--- config.mk ---
export PLATFORM = sky130hd
export DESIGN_NAME = adcSeqCtrl
export DESIGN_NICKNAME = d
export VERILOG_FILES = /design/src/rtl/adcSeqPkg.sv /design/src/rtl/adcSeqControl.sv /design/src/rtl/adcSeqDatapath.sv /design/src/rtl/adcSeqCtrl.sv
export SDC_FILE = /design/constraint.sdc
export NUM_CORES = 1
export LEC_CHECK = 0
export BUFFER_PORTS_ARGS = -buffer_cell sky130_fd_sc_hd__buf_4
export CAP_MARGIN = 10
export CORE_MARGIN = 3
export CORE_UTILIZATION = 51
export CTS_CLUSTER_DIAMETER = 30
export DETAILED_ROUTE_END_ITERATION = 6
export PLACE_DENSITY = 0.92
export SLEW_MARGIN = 5
export SYNTH_ARGS = -nofsm -noshare
export SYNTH_HDL_FRONTEND = slang
export SYNTH_HIERARCHICAL = 1
export SYNTH_SLANG_ARGS = --single-unit
--- constraint.sdc ---
create_clock -name clk -period 5.4 [get_ports clk]
set_input_delay 1.35 -clock clk [delete_from_list [all_inputs] [get_ports clk]]
set_output_delay 1.35 -clock clk [all_outputs]
set_load 0.01 [all_outputs]
--- src/rtl/adcSeqPkg.sv ---
package adcSeqPkg;
  localparam int REG_SLOTS_DEF = 16;
  localparam int INJ_SLOTS_DEF = 4;
  localparam int CHAN_W_DEF    = 5;
  localparam int DATA_W_DEF    = 12;
  localparam int INJ_RANK_W    = $clog2(INJ_SLOTS_DEF);

  typedef enum logic {GRP_REG = 1'b0, GRP_INJ = 1'b1} grpE;

  // Strobes from the sequencer to the result datapath.
  typedef struct packed {
    logic                  wrReg;
    logic                  wrInj;
    logic [INJ_RANK_W-1:0] injRank;
  } dpStrobeT;
endpackage

--- src/rtl/adcSeqControl.sv ---
module adcSeqControl
  import adcSeqPkg::*;
#(
  parameter int REG_SLOTS = REG_SLOTS_DEF,
  parameter int INJ_SLOTS = INJ_SLOTS_DEF,
  parameter int CHAN_W    = CHAN_W_DEF
) (
  input  logic                        clk,
  input  logic                        rstN,
  input  logic                        scanEn,
  input  logic                        contEn,
  input  logic [$clog2(REG_SLOTS)-1:0] regLen,
  input  logic [REG_SLOTS*CHAN_W-1:0] regChans,
  input  logic [$clog2(INJ_SLOTS)-1:0] injLen,
  input  logic [INJ_SLOTS*CHAN_W-1:0] injChans,
  input  logic                        regStart,
  input  logic                        injStart,
  input  logic                        convDone,
  output logic                        convStart,
  output logic [CHAN_W-1:0]           convChan,
  output logic                        busy,
  output logic                        regEos,
  output logic                        injEos,
  output dpStrobeT                    strb
);
  localparam int REG_LEN_W = $clog2(REG_SLOTS);
  localparam int INJ_LEN_W = $clog2(INJ_SLOTS);

  typedef enum logic {ST_IDLE = 1'b0, ST_WAIT = 1'b1} stateE;

  stateE                state;
  grpE                  group;
  logic [REG_LEN_W-1:0] slot;
  logic [CHAN_W-1:0]    regTab [REG_SLOTS];
  logic [CHAN_W-1:0]    injTab [INJ_SLOTS];
  logic [REG_LEN_W-1:0] curLen;
  logic [REG_LEN_W-1:0] nextSlot;
  logic [CHAN_W-1:0]    nextChan;
  logic                 lastSlot;
  logic                 doneHit;

  // Unpack the slot fields into lookup arrays.
  for (genvar g = 0; g < REG_SLOTS; g++) begin : gRegTab
    assign regTab[g] = regChans[g*CHAN_W +: CHAN_W];
  end
  for (genvar g = 0; g < INJ_SLOTS; g++) begin : gInjTab
    assign injTab[g] = injChans[g*CHAN_W +: CHAN_W];
  end

  always_comb begin
    curLen   = (group == GRP_INJ) ? REG_LEN_W'(injLen) : regLen;
    lastSlot = !scanEn || (slot == curLen);
    nextSlot = lastSlot ? '0 : slot + 1'b1;
    nextChan = (group == GRP_INJ) ? injTab[nextSlot[INJ_LEN_W-1:0]] : regTab[nextSlot];
    doneHit  = (state == ST_WAIT) && convDone;
    strb.wrReg   = doneHit && (group == GRP_REG);
    strb.wrInj   = doneHit && (group == GRP_INJ);
    strb.injRank = slot[INJ_LEN_W-1:0];
  end

  assign busy = (state == ST_WAIT);

  always_ff @(posedge clk) begin
    if (!rstN) begin
      state     <= ST_IDLE;
      group     <= GRP_REG;
      slot      <= '0;
      convStart <= 1'b0;
      convChan  <= '0;
      regEos    <= 1'b0;
      injEos    <= 1'b0;
    end else begin
      convStart <= 1'b0;
      regEos    <= 1'b0;
      injEos    <= 1'b0;
      unique case (state)
        ST_IDLE: begin
          if (injStart) begin
            group     <= GRP_INJ;
            slot      <= '0;
            convStart <= 1'b1;
            convChan  <= injTab[0];
            state     <= ST_WAIT;
          end else if (regStart) begin
            group     <= GRP_REG;
            slot      <= '0;
            convStart <= 1'b1;
            convChan  <= regTab[0];
            state     <= ST_WAIT;
          end
        end
        ST_WAIT: begin
          if (convDone) begin
            regEos <= lastSlot && (group == GRP_REG);
            injEos <= lastSlot && (group == GRP_INJ);
            if (lastSlot && !contEn) begin
              state <= ST_IDLE;
              slot  <= '0;
            end else begin
              slot      <= nextSlot;
              convStart <= 1'b1;
              convChan  <= nextChan;
            end
          end
        end
        default: state <= ST_IDLE;
      endcase
    end
  end
endmodule

--- src/rtl/adcSeqDatapath.sv ---
module adcSeqDatapath
  import adcSeqPkg::*;
#(
  parameter int DATA_W    = DATA_W_DEF,
  parameter int INJ_SLOTS = INJ_SLOTS_DEF
) (
  input  logic                        clk,
  input  logic                        rstN,
  input  dpStrobeT                    strb,
  input  logic [DATA_W-1:0]           convData,
  input  logic                        dmaAck,
  output logic [DATA_W-1:0]           regData,
  output logic                        dmaReq,
  output logic                        overrun,
  output logic [INJ_SLOTS*DATA_W-1:0] injData
);
  // Regular result register with request/acknowledge toward DMA.
  always_ff @(posedge clk) begin
    if (!rstN) begin
      regData <= '0;
      dmaReq  <= 1'b0;
      overrun <= 1'b0;
    end else begin
      overrun <= strb.wrReg && dmaReq && !dmaAck;
      if (strb.wrReg) begin
        regData <= convData;
        dmaReq  <= 1'b1;
      end else if (dmaAck) begin
        dmaReq  <= 1'b0;
      end
    end
  end

  // One result register per injected rank.
  for (genvar g = 0; g < INJ_SLOTS; g++) begin : gInjRank
    always_ff @(posedge clk) begin
      if (!rstN) begin
        injData[g*DATA_W +: DATA_W] <= '0;
      end else if (strb.wrInj && (int'(strb.injRank) == g)) begin
        injData[g*DATA_W +: DATA_W] <= convData;
      end
    end
  end
endmodule

--- src/rtl/adcSeqCtrl.sv ---
module adcSeqCtrl
  import adcSeqPkg::*;
#(
  parameter int REG_SLOTS = REG_SLOTS_DEF,
  parameter int INJ_SLOTS = INJ_SLOTS_DEF,
  parameter int CHAN_W    = CHAN_W_DEF,
  parameter int DATA_W    = DATA_W_DEF
) (
  input  logic                         clk,
  input  logic                         rstN,
  input  logic                         scanEn,
  input  logic                         contEn,
  input  logic [$clog2(REG_SLOTS)-1:0] regLen,
  input  logic [REG_SLOTS*CHAN_W-1:0]  regChans,
  input  logic [$clog2(INJ_SLOTS)-1:0] injLen,
  input  logic [INJ_SLOTS*CHAN_W-1:0]  injChans,
  input  logic                         regStart,
  input  logic                         injStart,
  input  logic                         convDone,
  input  logic [DATA_W-1:0]            convData,
  input  logic                         dmaAck,
  output logic                         convStart,
  output logic [CHAN_W-1:0]            convChan,
  output logic                         busy,
  output logic                         regEos,
  output logic                         injEos,
  output logic [DATA_W-1:0]            regData,
  output logic                         dmaReq,
  output logic                         overrun,
  output logic [INJ_SLOTS*DATA_W-1:0]  injData
);
  dpStrobeT strb;

  adcSeqControl #(.REG_SLOTS(REG_SLOTS), .INJ_SLOTS(INJ_SLOTS), .CHAN_W(CHAN_W)) ctrl_i (
    .clk(clk), .rstN(rstN), .scanEn(scanEn), .contEn(contEn),
    .regLen(regLen), .regChans(regChans), .injLen(injLen), .injChans(injChans),
    .regStart(regStart), .injStart(injStart), .convDone(convDone),
    .convStart(convStart), .convChan(convChan), .busy(busy),
    .regEos(regEos), .injEos(injEos), .strb(strb)
  );

  adcSeqDatapath #(.DATA_W(DATA_W), .INJ_SLOTS(INJ_SLOTS)) dp_i (
    .clk(clk), .rstN(rstN), .strb(strb), .convData(convData), .dmaAck(dmaAck),
    .regData(regData), .dmaReq(dmaReq), .overrun(overrun), .injData(injData)
  );
endmodule

==> flow_metrics.py <==
metrics = {
    "setup_path": {
        "crit_path_start": "regLen[2]",
        "crit_arrival_ns": 3.61,
        "rr_startpoint": "ctrl_i/slot[0]$_SDFFE_PN0P_",
        "worstPathMaxFanout": 18,
        "cp-start-kind": "input pin",
        "setup.worst_path.end_class": "flip-flop",
        "crit_type": "in2reg",
        "required_ns": 5.65,
    },
    "logic_synthesis": {
        "yosys_warnings": 6,
        "synth_seq_cells": 76,
        "ys.flop_type": "dfxtp_1",
        "syn_inst": 479,
        "yosys.area.top_type_share_pct": 35.2,
        "syn_avg_cell_area_um2": 9.02,
        "ys_types": 64,
        "synthesis.nets": 606,
        "yosysTopAreaCell": "dfxtp_1",
        "synth_edf_count": 0,
        "synth_common_cells": "90 x nand2_1, 76 x dfxtp_1, 72 x mux2i_1",
        "synth.most_common_cell": "nand2_1",
        "netlist_top_cells_area": "dfxtp_1 35%, mux2i_1 17%, nand2_1 7.8%",
        "ys_seq_area_share_pct": 35.2,
        "async_flop_share_pct": 0,
        "syn_area_um2": 4320,
    },
    "clock_network": {
        "postCtsHoldBufs": 0,
        "post-cts-setup-buffers": 0,
        "cts_tree": "done",
        "clk_latency_ns": 0.34,
        "clock-root-buffer": "clkbuf_8",
        "cts_sinks": 76,
        "cts_made_buffers": 9,
        "clockBufferDepth": 2,
        "clk_pin_slew_ns": 0.08,
        "post_cts_resized": 0,
        "htreeDepth": 3,
    },
    "placed_design": {
        "place_area_um2": 5690,
        "io_buffers": 196,
        "routabilityCongestion": 0.932,
        "dp_hpwl_mm": 11.5,
    },
    "floorplanning": {
        "start_util_pct": 54.2,
        "io_pins": 197,
        "core_um2": 7970,
        "die_y_um": 98.0,
        "die_area_um2": 9610,
        "num_rows": 32,
        "die_w_um": 98.0,
    },
    "worst_hold_path": {
        "hp-start": "dp_i/injData[45]$_SDFFE_PN0P_",
        "min_path_type": "reg2reg",
    },
    "grt": {
        "grt_pass1_wl_mm": 23.2,
        "grt_antenna_before_repair": 0,
        "grt_max_degree": 88,
        "grtUsageTotal_pct": 30.2,
        "grt_pass1_vias": 4606,
        "grt-ovfl-total": 0,
    },
    "detailed_routing": {
        "drt-initial-drc-count": 390,
        "ant_nets": 0,
        "avgRoutedWirePerCell_um": 20.4,
        "post_drt_via_cell_ratio": 6.03,
        "drc_errors": 0,
        "drt_wl_total_mm": 15.4,
        "num_vias": 4554,
        "drtPass1Iterations": 5,
    },
    "final_layout": {
        "utilization_pct": 74.4,
        "syn2layout_area_growth_pct": 37.2,
        "stdcell_area_um2": 5930,
        "layout-drive-gt1-share_pct": 36.6,
        "diodes": 0,
        "fin_nets": 775,
    },
    "timing": {
        "worst_pin_slew_ns": 1.02,
        "setup_viol": 0,
        "hold_ws_ns": 0.469,
        "hold_viol_final": 0,
        "fmax_mhz": 298,
        "maxSlewViolCount": 0,
        "grt_setup_unrepaired": "no",
        "period_share_pct": 62.2,
        "min_period_ns": 3.36,
        "final.setup.tns_ns": 0,
        "slew_headroom_pct": 32.1,
        "clock_skew_ns": 0.00633,
    },
    "power": {
        "p_per_area_nw_per_um2": 226,
        "peakVddDrop_mv": 0.156,
        "p_leak_nw": 2.72,
    },
    "outcome": {
        "status": "finished, final reports clean",
    },
    "job": {
        "maxCapViolCount": 0,
    },
}
## cells in the final DEF (no fill, tap or decap), types with 4 or more instances in the layout
cell and count:
buf_4 199, inv_1 7, o21ai_0 21, a31oi_1 8
clkbuf_8 10, nor3_1 11, nor2_1 12, o211ai_1 6
dfxtp_1 76, nand3_1 7, and3_1 4, a21oi_1 12
mux4_2 6, nand2_1 90, mux2i_1 72, nor2b_1 18
a211oi_1 7, mux2_2 4
## worst max-delay path, stage by stage
cell and delay, ns:
buf_4 0.13, or2_1 0.23, a211oi_2 0.29, o211a_1 0.64
nor3_2 0.16, o22ai_1 0.46, a211oi_1 0.10, nor3_1 0.26
## layout make-up
| type | count | area [um^2] |
|---|---|---|
| repair buffers | 199 | 1490 |
| inverters | 8 | 30.0 |
| clock inverters | 6 | 93.8 |
| clock buffers | 10 | 138 |
| well taps | 102 | 128 |
| fillers | 551 | 2040 |
| multi-input cells | 354 | 2520 |
| flip-flops and latches | 76 | 1520 |
## registers in the layout, summed over array words and instances, names as in the netlist
signal and cells:
ctrl_i/busy 1, ctrl_i/convChan 5, ctrl_i/convStart 1, ctrl_i/group 1, ctrl_i/injEos 1, ctrl_i/regEos 1
ctrl_i/slot 4, dp_i/dmaReq 1, dp_i/injData 48, dp_i/overrun 1, dp_i/regData 12
## power by group
| part | switching (W) | leakage [nW] | internal [W] |
|---|---|---|---|
| clock | 0.000219 | 0.113 | 0.000277 |
| combinational | 0.000127 | 1.99 | 0.000130 |
| sequential | 0.0000147 | 0.616 | 0.000574 |
## path summary, 6_finish.rpt
path | slack [ns] | cells after the start | endpoint
setup / recovery | 2.04 | 8 | ctrl_i/convChan[2]$_SDFFE_PN0P_
hold / removal | 0.47 | 2 | dp_i/injData[45]$_SDFFE_PN0P_
setup reg to reg | 2.07 | 9 | ctrl_i/convChan[2]$_SDFFE_PN0P_
hold reg to reg | 0.47 | 2 | dp_i/injData[45]$_SDFFE_PN0P_
## routing by layer
metal	track usage [%]	part of all wire (%)	wire length (um)	vias to the layer above
met2	54.4	51	7820	304
met3	6.36	8.0	1230	59
li1	-	-	-	2063
met4	14.0	4.5	687	0
met1	33.9	37	5660	2128
met5	0	0	0	-
## kinds of logic (layout without fill, tap and decap cells)
kind of cell	after synthesis	in the layout	synth area share (%)
and+or+nand+nor	164	164	18.5
AOI/OAI and AO/OA	99	99	16.4
muxes	83	83	21.4
DFF	76	76	35.2
buffers and inverters	49	223	6.40
xor gates and xnor gates	7	7	1.77
adders and majority gates	1	1	0.290
## stage by stage
stage | setup WS, ns | power (W) | cells
2_1_floorplan | 2.36 | 0.000728 | 479
3_3_place_gp | 1.82 | 0.000846 | 738
3_5_place_dp | 1.73 | 0.000851 | 738
4_1_cts | 2.11 | 0.00134 | 754
5_1_grt | 1.77 | 0.00138 | 755
6_report | 2.04 | 0.00134 | 755
Note: power is estimated with default switching activity, not from simulation.
